--- src/rtl/pwm_pkg.sv ---
package pwm_pkg;

  localparam int ADDR_CTRL   = 0;
  localparam int ADDR_UPDATE = 1;
  localparam int ADDR_PSC    = 2;
  localparam int ADDR_RELOAD = 3;
  localparam int ADDR_OUTCFG = 4;
  localparam int ADDR_BRKCFG = 5;
  localparam int ADDR_CMP0   = 8;

  localparam int CH_GRP_W  = 4;
  localparam int BRK_GRP_W = 8;
  localparam int FILT_W    = 4;

  typedef struct packed {
    logic cpol;
    logic cen;
    logic pol;
    logic en;
  } ch_cfg_t;

  typedef struct packed {
    logic [FILT_W-1:0] filt;
    logic              pol;
    logic              en;
  } brk_cfg_t;

  localparam int BRK_CFG_W = $bits(brk_cfg_t);

endpackage

--- src/rtl/pwm_rst_sync.sv ---
module pwm_rst_sync (
  input  logic clk,
  input  logic rst_n_i,
  output logic rst_n_o
);
  logic [1:0] stage_q;

  always_ff @(posedge clk or negedge rst_n_i) begin
    if (!rst_n_i) stage_q <= 2'b00;
    else          stage_q <= {stage_q[0], 1'b1};
  end

  assign rst_n_o = stage_q[1];
endmodule

--- src/rtl/pwm_timebase.sv ---
module pwm_timebase #(
  parameter int CNT_W = 16,
  parameter int PSC_W = 16
) (
  input  logic             clk,
  input  logic             rst_n,
  input  logic             run_i,
  input  logic             arpe_i,
  input  logic             ug_i,
  input  logic [PSC_W-1:0] psc_pre_i,
  input  logic [CNT_W-1:0] arr_pre_i,
  output logic [CNT_W-1:0] cnt_o,
  output logic             upd_o
);
  logic [PSC_W-1:0] pcnt_q, pcnt_d, psc_q, psc_d;
  logic [CNT_W-1:0] cnt_q, cnt_d, arr_sh_q, arr_sh_d, arr_eff;
  logic             tick, wrap, upd;

  always_comb begin
    arr_eff  = arpe_i ? arr_sh_q : arr_pre_i;
    tick     = run_i && (pcnt_q == psc_q);
    wrap     = tick && (cnt_q >= arr_eff);
    upd      = wrap || ug_i;
    pcnt_d   = pcnt_q;
    cnt_d    = cnt_q;
    psc_d    = psc_q;
    arr_sh_d = arr_sh_q;
    if (ug_i) begin
      pcnt_d = '0;
      cnt_d  = '0;
    end else if (run_i) begin
      if (tick) begin
        pcnt_d = '0;
        cnt_d  = wrap ? '0 : cnt_q + 1'b1;
      end else begin
        pcnt_d = pcnt_q + 1'b1;
      end
    end
    if (upd) begin
      psc_d    = psc_pre_i;
      arr_sh_d = arr_pre_i;
    end
  end

  always_ff @(posedge clk or negedge rst_n) begin
    if (!rst_n) begin
      pcnt_q   <= '0;
      cnt_q    <= '0;
      psc_q    <= '0;
      arr_sh_q <= '0;
    end else begin
      pcnt_q   <= pcnt_d;
      cnt_q    <= cnt_d;
      psc_q    <= psc_d;
      arr_sh_q <= arr_sh_d;
    end
  end

  assign cnt_o = cnt_q;
  assign upd_o = upd;


  cnt_hold_chk: assert property (@(posedge clk) disable iff (!rst_n)
    (!run_i && !ug_i) |=> $stable(cnt_q));


  ug_restart_chk: assert property (@(posedge clk) disable iff (!rst_n)
    ug_i |=> (cnt_q == '0 && pcnt_q == '0));
endmodule

--- src/rtl/pwm_channel.sv ---
module pwm_channel import pwm_pkg::*; #(
  parameter int CNT_W = 16
) (
  input  logic             clk,
  input  logic             rst_n,
  input  logic             ccr_we_i,
  input  logic [CNT_W-1:0] ccr_wdata_i,
  input  logic             upd_i,
  input  logic [CNT_W-1:0] cnt_i,
  input  logic             moe_i,
  input  ch_cfg_t          cfg_i,
  output logic [CNT_W-1:0] ccr_pre_o,
  output logic             pwm_o,
  output logic             pwm_n_o
);
  logic [CNT_W-1:0] ccr_pre_q, ccr_pre_d, ccr_act_q, ccr_act_d;
  logic             hit;

  always_comb begin
    ccr_pre_d = ccr_we_i ? ccr_wdata_i : ccr_pre_q;
    ccr_act_d = upd_i ? ccr_pre_q : ccr_act_q;
  end

  always_ff @(posedge clk or negedge rst_n) begin
    if (!rst_n) begin
      ccr_pre_q <= '0;
      ccr_act_q <= '0;
    end else begin
      ccr_pre_q <= ccr_pre_d;
      ccr_act_q <= ccr_act_d;
    end
  end

  assign hit       = cnt_i < ccr_act_q;
  assign pwm_o     = (moe_i & cfg_i.en & hit) ^ cfg_i.pol;
  assign pwm_n_o   = (moe_i & cfg_i.cen & ~hit) ^ cfg_i.cpol;
  assign ccr_pre_o = ccr_pre_q;


  moe_gate_chk: assert property (@(posedge clk) disable iff (!rst_n)
    !moe_i |-> (pwm_o == cfg_i.pol && pwm_n_o == cfg_i.cpol));


  ccr_hold_chk: assert property (@(posedge clk) disable iff (!rst_n)
    !upd_i |=> $stable(ccr_act_q));


  zero_cmp_chk: assert property (@(posedge clk) disable iff (!rst_n)
    (ccr_act_q == '0) |-> (pwm_o == cfg_i.pol));
endmodule

--- src/rtl/pwm_brk_filter.sv ---
module pwm_brk_filter import pwm_pkg::*; (
  input  logic     clk,
  input  logic     rst_n,
  input  logic     brk_i,
  input  brk_cfg_t cfg_i,
  output logic     trip_o
);
  logic              s1_q, s2_q, active;
  logic [FILT_W-1:0] run_q, run_d;

  always_comb begin
    active = cfg_i.en && (s2_q == cfg_i.pol);
    if (!active)           run_d = '0;
    else if (run_q != '1)  run_d = run_q + 1'b1;
    else                   run_d = run_q;
  end

  always_ff @(posedge clk or negedge rst_n) begin
    if (!rst_n) begin
      s1_q  <= 1'b0;
      s2_q  <= 1'b0;
      run_q <= '0;
    end else begin
      s1_q  <= brk_i;
      s2_q  <= s1_q;
      run_q <= run_d;
    end
  end

  assign trip_o = active && (run_q >= cfg_i.filt);


  brk_off_chk: assert property (@(posedge clk) disable iff (!rst_n)
    !cfg_i.en |-> !trip_o);
endmodule

--- src/rtl/pwm_break_gen.sv ---
module pwm_break_gen import pwm_pkg::*; #(
  parameter int CH_SLOTS  = 4,
  parameter int CH_IMPL   = 3,
  parameter int COMP_IMPL = 1,
  parameter int BRK_SLOTS = 2,
  parameter int BRK_IMPL  = 1,
  parameter int CNT_W     = 16,
  parameter int PSC_W     = 16,
  parameter int ADDR_W    = 4,
  parameter int DATA_W    = 32
) (
  input  logic                 clk,
  input  logic                 rst_n,
  input  logic                 reg_we,
  input  logic [ADDR_W-1:0]    reg_addr,
  input  logic [DATA_W-1:0]    reg_wdata,
  output logic [DATA_W-1:0]    reg_rdata,
  input  logic [BRK_SLOTS-1:0] brk_i,
  output logic [CH_SLOTS-1:0]  pwm_o,
  output logic [CH_SLOTS-1:0]  pwm_n_o
);
  localparam int COMP_ON = (COMP_IMPL != 0) ? 1 : 0;

  logic rst_n_s;
  logic wr_ctrl, wr_upd, wr_psc, wr_rld, wr_ocfg, wr_brk, ug;
  logic run_q, run_d, arpe_q, arpe_d, moe_q, moe_d;
  logic [PSC_W-1:0] psc_pre_q, psc_pre_d;
  logic [CNT_W-1:0] arr_pre_q, arr_pre_d, cnt;
  logic             upd, trip_any;
  ch_cfg_t  ch_cfg_q  [CH_SLOTS];
  ch_cfg_t  ch_cfg_d  [CH_SLOTS];
  brk_cfg_t brk_cfg_q [BRK_SLOTS];
  brk_cfg_t brk_cfg_d [BRK_SLOTS];
  logic [CH_SLOTS-1:0][CNT_W-1:0] ccr_pre;
  logic [CH_SLOTS-1:0]            ccr_we;
  logic [BRK_SLOTS-1:0]           trip;
  logic                           unused_wdata;

  pwm_rst_sync u_rst (.clk(clk), .rst_n_i(rst_n), .rst_n_o(rst_n_s));

  assign wr_ctrl = reg_we && (reg_addr == ADDR_W'(ADDR_CTRL));
  assign wr_upd  = reg_we && (reg_addr == ADDR_W'(ADDR_UPDATE));
  assign wr_psc  = reg_we && (reg_addr == ADDR_W'(ADDR_PSC));
  assign wr_rld  = reg_we && (reg_addr == ADDR_W'(ADDR_RELOAD));
  assign wr_ocfg = reg_we && (reg_addr == ADDR_W'(ADDR_OUTCFG));
  assign wr_brk  = reg_we && (reg_addr == ADDR_W'(ADDR_BRKCFG));
  assign ug      = wr_upd && reg_wdata[0];
  assign trip_any = |trip;
  assign unused_wdata = ^reg_wdata;

  // Next-state for control and configuration registers
  always_comb begin
    run_d     = wr_ctrl ? reg_wdata[0] : run_q;
    arpe_d    = wr_ctrl ? reg_wdata[1] : arpe_q;
    if (trip_any)     moe_d = 1'b0;
    else if (wr_ctrl) moe_d = reg_wdata[2];
    else              moe_d = moe_q;
    psc_pre_d = wr_psc ? reg_wdata[PSC_W-1:0] : psc_pre_q;
    arr_pre_d = wr_rld ? reg_wdata[CNT_W-1:0] : arr_pre_q;
    for (int c = 0; c < CH_SLOTS; c++) begin
      ch_cfg_d[c] = ch_cfg_q[c];
      if (wr_ocfg) begin
        ch_cfg_d[c] = ch_cfg_t'(reg_wdata[CH_GRP_W*c +: CH_GRP_W] &
          {{2{(c < CH_IMPL) && (COMP_ON == 1)}}, {2{c < CH_IMPL}}});
      end
    end
    for (int b = 0; b < BRK_SLOTS; b++) begin
      brk_cfg_d[b] = brk_cfg_q[b];
      if (wr_brk) begin
        brk_cfg_d[b] = (b < BRK_IMPL) ?
          brk_cfg_t'(reg_wdata[BRK_GRP_W*b +: BRK_CFG_W]) : '0;
      end
    end
  end

  always_ff @(posedge clk or negedge rst_n_s) begin
    if (!rst_n_s) begin
      run_q     <= 1'b0;
      arpe_q    <= 1'b0;
      moe_q     <= 1'b0;
      psc_pre_q <= '0;
      arr_pre_q <= '0;
      for (int c = 0; c < CH_SLOTS; c++)  ch_cfg_q[c]  <= '0;
      for (int b = 0; b < BRK_SLOTS; b++) brk_cfg_q[b] <= '0;
    end else begin
      run_q     <= run_d;
      arpe_q    <= arpe_d;
      moe_q     <= moe_d;
      psc_pre_q <= psc_pre_d;
      arr_pre_q <= arr_pre_d;
      for (int c = 0; c < CH_SLOTS; c++)  ch_cfg_q[c]  <= ch_cfg_d[c];
      for (int b = 0; b < BRK_SLOTS; b++) brk_cfg_q[b] <= brk_cfg_d[b];
    end
  end

  // Read mux
  always_comb begin
    reg_rdata = '0;
    case (reg_addr)
      ADDR_W'(ADDR_CTRL):   reg_rdata[2:0] = {moe_q, arpe_q, run_q};
      ADDR_W'(ADDR_PSC):    reg_rdata[PSC_W-1:0] = psc_pre_q;
      ADDR_W'(ADDR_RELOAD): reg_rdata[CNT_W-1:0] = arr_pre_q;
      ADDR_W'(ADDR_OUTCFG): begin
        for (int c = 0; c < CH_SLOTS; c++)
          reg_rdata[CH_GRP_W*c +: CH_GRP_W] = ch_cfg_q[c];
      end
      ADDR_W'(ADDR_BRKCFG): begin
        for (int b = 0; b < BRK_SLOTS; b++)
          reg_rdata[BRK_GRP_W*b +: BRK_CFG_W] = brk_cfg_q[b];
      end
      default: begin
        for (int c = 0; c < CH_SLOTS; c++)
          if (reg_addr == ADDR_W'(ADDR_CMP0 + c))
            reg_rdata[CNT_W-1:0] = ccr_pre[c];
      end
    endcase
  end

  pwm_timebase #(.CNT_W(CNT_W), .PSC_W(PSC_W)) u_tb (
    .clk(clk), .rst_n(rst_n_s), .run_i(run_q), .arpe_i(arpe_q), .ug_i(ug),
    .psc_pre_i(psc_pre_q), .arr_pre_i(arr_pre_q), .cnt_o(cnt), .upd_o(upd)
  );

  for (genvar c = 0; c < CH_SLOTS; c++) begin : g_ch
    assign ccr_we[c] = (c < CH_IMPL) && reg_we &&
                       (reg_addr == ADDR_W'(ADDR_CMP0 + c));
    pwm_channel #(.CNT_W(CNT_W)) u_ch (
      .clk(clk), .rst_n(rst_n_s), .ccr_we_i(ccr_we[c]),
      .ccr_wdata_i(reg_wdata[CNT_W-1:0]), .upd_i(upd), .cnt_i(cnt),
      .moe_i(moe_q), .cfg_i(ch_cfg_q[c]), .ccr_pre_o(ccr_pre[c]),
      .pwm_o(pwm_o[c]), .pwm_n_o(pwm_n_o[c])
    );
  end

  for (genvar b = 0; b < BRK_SLOTS; b++) begin : g_brk
    pwm_brk_filter u_flt (
      .clk(clk), .rst_n(rst_n_s), .brk_i(brk_i[b]),
      .cfg_i(brk_cfg_q[b]), .trip_o(trip[b])
    );
  end


  brk_clear_chk: assert property (@(posedge clk) disable iff (!rst_n_s)
    trip_any |=> !moe_q);


  moe_sticky_chk: assert property (@(posedge clk) disable iff (!rst_n_s)
    (!moe_q && !wr_ctrl) |=> !moe_q);
endmodule

--- config.mk ---
export PLATFORM = sky130hd
export DESIGN_NAME = pwm_break_gen
export DESIGN_NICKNAME = d
export VERILOG_FILES = /design/src/rtl/pwm_pkg.sv /design/src/rtl/pwm_rst_sync.sv /design/src/rtl/pwm_timebase.sv /design/src/rtl/pwm_channel.sv /design/src/rtl/pwm_brk_filter.sv /design/src/rtl/pwm_break_gen.sv
export SDC_FILE = /design/constraint.sdc
export NUM_CORES = 1
export LEC_CHECK = 0
export BUFFER_PORTS_ARGS = -buffer_cell sky130_fd_sc_hd__buf_2
export CORE_MARGIN = 2
export CORE_UTILIZATION = 50
export CTS_CLUSTER_SIZE = 12
export DETAILED_ROUTE_END_ITERATION = 8
export HOLD_SLACK_MARGIN = 0.08
export PLACE_DENSITY = 0.68
export SYNTH_ARGS = -nofsm -noshare
export SYNTH_HDL_FRONTEND = slang
export SYNTH_SLANG_ARGS = --single-unit
--- constraint.sdc ---
create_clock -name clk -period 12.4 [get_ports clk]
set_input_delay 0 -clock clk [delete_from_list [all_inputs] [get_ports clk]]
set_output_delay 0 -clock clk [all_outputs]
set_load 0.01 [all_outputs]
==> results.toml, run 1 <==
[yosys]
synth-seq-cells = 221
ys_seq_area_frac = 0.4590
yosysWarnings = 0
syn_avg_cell_area_um2 = 11.95
synth_ff_type = "dfrtp_1"
synth-async-reset-ratio = 1.000
synth_edf_count = 0
netlist_instances = 1008
ys_types = 53
netlist_area_mm2 = 0.01205

[cells_and_area]
post-route-util = 0.5679
finalNetCount = 1170
final-instance-count-excl-fill = 1397
antenna_cells = 0
drive_gt1_frac = 0.2653
final_cell_mix = "dfrtp_1, mux2_2, mux2_4"
final_common_cell = "dfrtp_1"
areaGrowthSynthToFinish_pct = 10.97

[cts]
cts-resized-gates = 0
clk_latency_ns = 0.53
cts_sinks = 221
cts_buffer_depth = 3
clk_pin_slew_worst_paths_ns = 0.06
post_cts_buffers = 0
cts_tree = "done"
clockRootBuffer = "clkbuf_16"
htreeDepth = 1
cts_buffers = 25

[timing]
drv_slew = 0
setup_violations = 0
setup_tns_ns = 0
post-route-period-util = 0.3394
clock_skew_ns = 0.01655
period_needed_ns = 4.208
tightest_slew_ns = 1.229
timing.fmax_mhz = 237.6
slew_headroom = 0.1804
fin_hold_ws_ns = 0.1173
hold_viol = 0
grt_setup_unrepaired = "false"

[die]
die_h_um = 159.2
initial_core_util = 0.5117
die_w_um = 159.2
core_area_mm2 = 0.02354
io_pins = 81
dieArea_mm2 = 0.02535
rows = 56

[grt]
first_global_vias = 8258
grt_max_degree = 195
grtUsageTotal = 0.2263
grt_pass1_wl_mm = 45.82
antenna_found_initial = 0
overflow = 0

[place]
dp.cells = 1331
port_buffers = 45
routabilityCongestion = 0.8515
dp.final_hpwl_mm = 19.28

[route]
drt_iter0_markers = 563
wl_per_cell_um = 20.26
routed_via_density = 5.646
ant_nets = 0
firstDrtPassIters = 6
drc = 0
dr_total_vias = 7888
wl_mm = 28.31

[outcome]
status = "finished, final reports clean"

[power_and_ir_drop]
ir_drop_mv = 0.1245
p_leak_nw = 6.456
powerDensity_mw_per_mm2 = 184.3
total_power_mw = 2.464

[critical_path]
critPathLaunchType = "flop"
crit_fanout = 46
cp.arrival_ns = 4.62
endpoint_kind = "flop"
cp.required_ns = 12.81
worst-setup-path-type = "reg -> reg"

[job]
drv_cap = 0

[hold_path]
hold_path.class = "in -> reg"
-- flip-flops by register name, indices dropped and copies added, names as in the netlist, 2 cells and up --
register and cells:
g_brk.u_flt.run_q 4, u_tb.cnt_o 16, ch_cfg_q 12, u_tb.arr_sh_q 16, arr_pre_q 16, u_tb.psc_q 16, u_tb.pcnt_q 16, g_ch.u_ch.ccr_pre_o 48
psc_pre_q 16, u_rst.stage_q 2, g_ch.u_ch.ccr_act_q 48, brk_cfg_q 6
-- cell families after synthesis --
kind of cell | after synthesis | share of synthesized area
and+or+nand+nor | 195 | 0.08028
other | 2 | 0.0006234
muxes | 214 | 0.2216
DFF | 221 | 0.4590
AOI/OAI and AO/OA | 150 | 0.08402
adders and majority gates | 68 | 0.07062
buffers and inverters | 120 | 0.05618
xor gates and xnor gates | 38 | 0.02762
-- routing by layer --
metal / global-route usage / share of wire / wire, µm / up-vias
li1: - / - / - / 3672
met1: 0.3105 / 0.45 / 12740 / 3947
met2: 0.3771 / 0.47 / 13420 / 214
met3: 0.02787 / 0.048 / 1354 / 55
met4: 0.07107 / 0.028 / 800 / 0
met5: 0 / 0 / 0 / -
-- final timing paths --
path	start	cells past startpoint	slack, ns	endpoint
hold / removal	brk_i[0]	2	0.12	g_brk[0].u_flt.s1_q
setup / recovery	arpe_q	9	8.19	g_ch[2].u_ch.ccr_act_q[10]
setup reg to reg	arpe_q	9	8.19	g_ch[2].u_ch.ccr_act_q[10]
max in group asynchronous	u_rst.stage_q[1]	1	10.69	g_ch[1].u_ch.ccr_pre_o[13]
min in group asynchronous	u_rst.stage_q[1]	0	0.23	g_ch[2].u_ch.ccr_pre_o[4]
hold reg to reg	u_rst.stage_q[1]	0	0.23	g_ch[2].u_ch.ccr_pre_o[4]
-- cell type report --
| type | count | area, µm² |
|---|---|---|
| Fill cell | 2006 | 10170 |
| Multi-Input combinational cell | 684 | 5904 |
| Sequential cell | 221 | 5534 |
| Clock buffer | 36 | 747.0 |
| Timing Repair Buffer | 73 | 503.0 |
| Tap cell | 319 | 399.1 |
| Inverter | 56 | 210.2 |
| Clock inverter | 8 | 71.32 |
-- cells in the mapped netlist (all sizes together) (11+ instances only) --
cell type | instances | share of area
mux2i | 32 | 0.027
mux2 | 182 | 0.20
dfrtp | 221 | 0.46
nand3 | 22 | 0.0096
nand2 | 44 | 0.014
xor2 | 12 | 0.0087
nor2 | 57 | 0.018
buf | 49 | 0.034
nor3 | 11 | 0.0055
ha | 68 | 0.071
nand2b | 11 | 0.0057
a22o | 13 | 0.0095
inv | 56 | 0.017
xnor2 | 26 | 0.019
o21ai | 28 | 0.013
a21oi | 44 | 0.019
clkbuf | 15 | 0.0047
a22oi | 17 | 0.011
-- worst max-delay path, stage by stage, from the launching register on --
cell      delay (ns)
dfrtp_1         1.04
mux2_2          0.42
ha_1            0.26
nand2b_1        0.14
a2111o_1        0.41
o211ai_1        0.20
nand3_2         0.36
o21ai_4         0.14
buf_4           0.73
mux2_4          0.35
-- what timing repair did --
item                                   in CTS  in global routing
hold buffers                               22                  0
endpoints found under the hold margin     104                  0
setup endpoints to repair                   0                  0
-- report_power, final --
part           leakage [nW]  switching (mW)  total (mW)  internal [mW]
Combinational          3.17           0.331       0.678          0.347
Sequential             2.88           0.162        1.05          0.891
Clock                 0.408           0.296       0.733          0.437
-- metrics by stage --
stage | area, µm² | worst slack [ns]
floorplan | 12110 | 5.785
global placement | 12330 | 8.297
detailed placement | 12330 | 8.234
CTS | 13370 | 8.235
global route | 13370 | 8.046
finish | 13370 | 8.192
(Power assumes the default switching activity.)
==> inputs of run 2 (changes only) <==
--- a/config.mk
+++ b/config.mk
@@ -5,6 +5,7 @@
 export SDC_FILE = /design/constraint.sdc
 export NUM_CORES = 1
 export LEC_CHECK = 0
+export ABC_AREA = 1
 export BUFFER_PORTS_ARGS = -buffer_cell sky130_fd_sc_hd__buf_2
 export CORE_MARGIN = 2
 export CORE_UTILIZATION = 50
==> constraint.sdc (replaced) <==
create_clock -name clk -period 3.9 [get_ports clk]
set_input_delay 0 -clock clk [delete_from_list [all_inputs] [get_ports clk]]
set_output_delay 0 -clock clk [all_outputs]
set_load 0.01 [all_outputs]
==> run 2 against run 1 <==
  * Combinational power rose by 47%
  * Sequential power rose to 2.7 times the previous value
  * Global-route usage is 2.8 points higher
  * Cell area is 1.2% higher
  * Die area rose by 0.49%
  * Critical endpoint is now g_ch[1].u_ch.ccr_act_q[10]
==> results.toml, run 2 <==
[yosys]
netlist_instances = 1569
synthTopCellsByArea = "dfrtp_1, nand2_1, inv_1, ha_1, o21ai_0"
yosysTopAreaCellShare = 0.4568
yosysWarnings = 0
synth_top_area_cell = "dfrtp_1"
synth-async-reset-ratio = 1.000
yosysMostFrequentCell = "nand2_1"
ys_types = 37
netlist_area_mm2 = 0.01211
synth_ff_type = "dfrtp_1"
syn_avg_cell_area_um2 = 7.717
synth-seq-cells = 221
ys_seq_area_frac = 0.4568
synthTopCellsByCount = "nand2_1, inv_1, dfrtp_1"
synth_edf_count = 0

[die]
core_area_mm2 = 0.02361
dieArea_mm2 = 0.02548
die_h_um = 159.6
io_pins = 81
initial_core_util = 0.5128
die_w_um = 159.6
rows = 56

[route]
routed_via_density = 5.292
ant_nets = 0
dr_total_vias = 10330
firstDrtPassIters = 5
wl_per_cell_um = 16.27
drt_iter0_markers = 945
wl_mm = 31.74
drc = 0

[power_and_ir_drop]
clkPwrFrac = 0.382
powerDensity_mw_per_mm2 = 459.0
power.share.sequential = 0.457
combPwrFrac = 0.161
p_leak_nw = 7.489
ir_drop_mv = 0.3511
p_sw_frac = 0.3005
switchingPower_mw = 1.865
intPower_mw = 4.341

[critical_path]
crit_end = "g_ch[1].u_ch.ccr_act_q[10]"
r2r_cells = 14
critPathLaunchType = "flop"
cp-startpoint = "arpe_q"
crit_fanout = 42
cp.arrival_ns = 3.29
cp.required_ns = 4.32
timing.rr.start = "arpe_q"
worst-setup-path-type = "reg -> reg"
r2r_end = "g_ch[1].u_ch.ccr_act_q[10]"
rrSetupSlack_ns = 1.03
endpoint_kind = "flop"

[cts]
cts_tree = "done"
post_cts_buffers = 0
ctsHoldBuffers = 20
cts_sinks = 221
clockRootBuffer = "clkbuf_16"
htreeDepth = 1
cts_buffers = 25
cts-resized-gates = 0
cts_buffer_depth = 3
clk_latency_ns = 0.54
clk_pin_slew_worst_paths_ns = 0.06

[job]
drv_cap = 0

[grt]
grt_max_degree = 79
grt_pass1_wl_mm = 51.76
first_global_vias = 9789
overflow = 0
grtUsageTotal = 0.2542
antenna_found_initial = 0

[timing]
period_needed_ns = 2.874
post-route-period-util = 0.7368
setup_violations = 0
tightest_slew_ns = 1.155
slew_headroom = 0.2280
finalWorstSetupSlack_ns = 1.026
clock_skew_ns = 0.01587
timing.fmax_mhz = 348.0
hold_viol = 0
drv_slew = 0
grt_setup_unrepaired = "false"
setup_tns_ns = 0

[place]
port_buffers = 45
dp.cells = 1886
routabilityCongestion = 0.8445
placed_area_mm2 = 0.01249
dp.final_hpwl_mm = 22.83
place_ws_ns = 1.037

[outcome]
status = "finished, final reports clean"

[cells_and_area]
drive_gt1_frac = 0.06618
post-route-util = 0.5727
areaGrowthSynthToFinish_pct = 11.69
final_cell_mix = "nand2_1, inv_1, dfrtp_1"
antenna_cells = 0
final-instance-count-excl-fill = 1951
finalNetCount = 1723
final_common_cell = "nand2_1"
design_area_mm2 = 0.01352

[hold_path]
hold_path.class = "in -> reg"
[run 2: changes by cell type after synthesis, sizes merged, moves of 32 or more]
| cell | change |
|---|---|
| nand2 | +433 |
| mux2 | -182 |
| inv | +177 |
| o21ai | +167 |
| nand3 | +33 |
| mux2i | -32 |
[run 2: power groups by stage]
| stage | clock network [mW] | logic [mW] | registers (mW) |
|---|---|---|---|
| after floorplan | 0 | 0.716 | 2.80 |
| after global placement | 0 | 0.948 | 2.86 |
| after CTS | 2.40 | 0.998 | 2.83 |
| after global routing | 2.49 | 1.16 | 2.88 |
| final | 2.37 | 0.998 | 2.84 |
| after detailed placement | 0 | 0.976 | 2.87 |
[run 2: final cells by class]
class,count,area [µm²]
fill,2189,10090
sequential,221,5534
multi-input combinational,1052,5294
inverter,234,878.3
clock buffer,36,716.9
timing repair buffer,80,588.1
tap,319,399.1
clock inverter,9,112.6
[run 2: cell families after synthesis]
family,share of synthesized area
AO/OA/AOI/OAI,0.1335
XOR/XNOR,0.007957
adder cells (fa/ha/maj),0.07027
buffers and inverters,0.1113
flip-flops,0.4568
other,0.0006203
AND/OR/NAND/NOR,0.2196
[run 2: worst min-delay path by stage]
stage	slack [ns]	start	to	cells past startpoint
3_3_place_gp	-0.21	rst_n	u_rst.stage_q[0]	1
2_1_floorplan	-0.30	rst_n	u_rst.stage_q[0]	0
5_1_grt	0.13	brk_i[0]	g_brk[0].u_flt.s1_q	2
4_1_cts	0.1	brk_i[0]	g_brk[0].u_flt.s1_q	2
3_5_place_dp	-0.21	rst_n	u_rst.stage_q[0]	1
6_report	0.12	brk_i[0]	g_brk[0].u_flt.s1_q	2
[run 2: through the flow]
stage / hold slack, ns / power, mW
2_1_floorplan: -0.2956 / 3.514
3_3_place_gp: -0.2149 / 3.807
3_5_place_dp: -0.2083 / 3.843
4_1_cts: 0.09824 / 6.229
5_1_grt: 0.1320 / 6.535
6_report: 0.1178 / 6.206
[run 2: layer usage]
layer | vias up | global-route usage | wire length (µm)
met3 | 57 | 0.03403 | 2103
li1 | 5094 | - | -
met4 | 0 | 0.07066 | 844
met2 | 333 | 0.4050 | 14220
met1 | 4841 | 0.3658 | 14560
met5 | - | 0 | 0
[run 2: critical path: stages, from the launching register on]
cell and delay, ns:
dfrtp_1 0.41, inv_1 0.06, buf_4 0.29, o21ai_0 0.14, ha_1 0.32, nand2_1 0.07
nor2_1 0.16, nand2_1 0.07, nor2_1 0.21, nand2_1 0.13, nand2_1 0.14, nand2_4 0.30
buf_12 0.30, nand2_1 0.08, o21ai_1 0.06
==> inputs of run 3 (changes only) <==
--- a/config.mk
+++ b/config.mk
@@ -12,7 +12,7 @@
 export CTS_CLUSTER_SIZE = 12
 export DETAILED_ROUTE_END_ITERATION = 8
 export HOLD_SLACK_MARGIN = 0.08
-export PLACE_DENSITY = 0.68
+export PLACE_DENSITY = 0.7
 export SYNTH_ARGS = -nofsm -noshare
 export SYNTH_HDL_FRONTEND = slang
 export SYNTH_SLANG_ARGS = --single-unit
==> constraint.sdc (replaced) <==
create_clock -name clk -period 2.3 [get_ports clk]
set_input_delay 0 -clock clk [delete_from_list [all_inputs] [get_ports clk]]
set_output_delay 0 -clock clk [all_outputs]
set_load 0.01 [all_outputs]
==> run 3 against run 2 <==
  * The flow now finishes with violations (setup timing)
  * Core utilization up 7.9 points
  * Flip-flop and latch count unchanged
  * Sequential power up 70%
  * Clock skew down 0.0063 ns
  * Critical path type unchanged
==> results.toml, run 3 (same netlist as run 2, synthesis figures left out) <==
[critical_path]
endpoint_kind = "flop"
cp.required_ns = 2.74
critPathLaunchType = "flop"
worst-setup-path-type = "reg -> reg"
crit_fanout = 7
rrSetupSlack_ns = -0.24
r2r_end = "g_ch[1].u_ch.ccr_act_q[7]"
cp.arrival_ns = 2.98
timing.rr.start = "arpe_q"
r2r_cells = 18

[cells_and_area]
fill_cells = 1847
finalNetCount = 1806
post-route-util = 0.6514
antenna_cells = 0
final_common_cell = "nand2_1"
multi_input_area_mm2 = 0.006200
drive_gt1_frac = 0.2061
areaGrowthSynthToFinish_pct = 27.04
seqCellArea_mm2 = 0.005543
final_cell_mix = "nand2_1, inv_1, dfrtp_1"

[power_and_ir_drop]
switchingPower_mw = 3.433
p_sw_frac = 0.3186
power.share.sequential = 0.447
powerDensity_mw_per_mm2 = 700.5
combPwrFrac = 0.203
intPower_mw = 7.343
clkPwrFrac = 0.349
ir_drop_mv = 0.6232
p_leak_nw = 8.107

[die]
die_w_um = 159.6
initial_core_util = 0.5128
io_pins = 81
dieArea_mm2 = 0.02548
die_h_um = 159.6
core_area_mm2 = 0.02361
rows = 56

[timing]
tightest_slew_ns = 0.7816
setup_violations = 96
drv_slew = 0
grt_setup_unrepaired = "true"
setup_tns_ns = -15.17
slew_headroom = 0.4777
finalWorstSetupSlack_ns = -0.2431
timing.fmax_mhz = 393.2
clock_skew_ns = 0.009597
period_needed_ns = 2.543
hold_viol = 0
post-route-period-util = 1.106

[cts]
cts_sinks = 221
htreeDepth = 1
clk_latency_ns = 0.52
cts_tree = "done"
clockRootBuffer = "clkbuf_16"
cts_buffers = 25
cts_buffer_depth = 3
clk_pin_slew_worst_paths_ns = 0.06

[outcome]
status = "finished with violations"
violations = "setup timing"

[route]
drt_iter0_markers = 1190
wl_mm = 38.83
ant_nets = 0
wl_per_cell_um = 19.11
routed_via_density = 5.625
dr_total_vias = 11430
drc = 0
firstDrtPassIters = 5

[place]
place_ws_ns = -0.1415
dp.final_hpwl_mm = 24.79
routabilityCongestion = 0.9367
port_buffers = 45

[hold_path]
min_from = "brk_i[0]"
whs_path_depth = 2
hold_path.class = "in -> reg"
hold-path-endpoint = "g_brk[0].u_flt.s1_q"

[grt]
grt_max_degree = 50
grtUsageTotal = 0.2717
use_met3 = 0.04104
overflow = 0
grt_busiest_layer = "met2"
first_global_vias = 10190
grt_pass1_wl_mm = 55.02
antenna_found_initial = 0
met2_usage = 0.4185
use_met1 = 0.4028

[job]
drv_cap = 0
## run 3: cell count changes in the layout (fill, tap and decap cells not counted), moves of 17 or more
cell     previous run  this run
a21oi_1            60        43
buf_4              11        52
o21ai_2             2        32
ha_1               68        44
nand2_1           473       411
o21ai_0           135       115
nand2_2             3        52
ha_4                0        24
## run 3: what timing repair did
item / 4_1_cts / 5_1_grt
resized for setup: 44 / 202
hold endpoints to repair: 104 / 0
pin swaps: 13 / 45
hold buffers: 20 / 0
setup buffers: 11 / 11
endpoints found under the setup margin: 86 / 100
gates cloned: 3 / 19
## run 3: critical path, stage by stage, from the launching register on
cell,delay (ns)
dfrtp_1,0.40
inv_4,0.08
buf_12,0.14
buf_8,0.14
nand2_4,0.07
o21ai_2,0.06
ha_1,0.33
nand2_1,0.09
nand2_1,0.07
nand2_2,0.07
nand2_2,0.06
a21oi_2,0.12
nand2_2,0.09
nand2_4,0.11
nand2_8,0.13
nand2_8,0.16
clkbuf_16,0.17
nand2_1,0.06
o21ai_1,0.10
## run 3: through the flow
| stage | power [mW] | instances | hold WS (ns) | cell area, µm² |
|---|---|---|---|---|
| after floorplan | 5.958 | 1586 | -0.2956 | 12180 |
| after global placement | 6.571 | 1929 | -0.2143 | 12850 |
| after detailed placement | 6.635 | 1929 | -0.2128 | 12850 |
| after CTS | 10.43 | 2005 | 0.1065 | 14110 |
| after global routing | 11.25 | 2032 | 0.1495 | 15380 |
| final | 10.78 | 2032 | 0.1432 | 15380 |
## run 3: power by group through the flow
stage	registers [mW]	clock network, mW	logic [mW]
2_1_floorplan	4.74	0	1.21
3_3_place_gp	4.84	0	1.74
3_5_place_dp	4.85	0	1.79
4_1_cts	4.78	3.79	1.85
5_1_grt	4.87	3.96	2.42
6_report	4.82	3.77	2.19
## run 3: cell type report
| cell class | instances | share of cell area |
|---|---|---|
| flip-flops and latches | 221 | 0.3603 |
| well taps | 319 | 0.02595 |
| clock inverters | 8 | 0.004718 |
| multi-input cells | 1055 | 0.4030 |
| repair buffers | 160 | 0.1043 |
| clock buffers | 35 | 0.04441 |
| inverters | 234 | 0.05726 |
## run 3: worst max-delay path by stage
stage,endpoint,start
finish,g_ch[1].u_ch.ccr_act_q[7],arpe_q
global route,g_ch[0].u_ch.ccr_act_q[6],arpe_q
CTS,pwm_n_o[0],u_tb.cnt_o[13]
detailed placement,g_ch[1].u_ch.ccr_act_q[7],arpe_q
global placement,u_tb.psc_q[2],arpe_q
floorplan,g_ch[0].u_ch.ccr_act_q[10],arpe_q
## run 3: layer usage
layer,part of all wire,vias to the layer above,wire [µm]
li1,-,5275,-
met1,0.42,5463,16230
met2,0.46,592,17690
met3,0.091,99,3541
met4,0.035,0,1363
met5,0,-,0
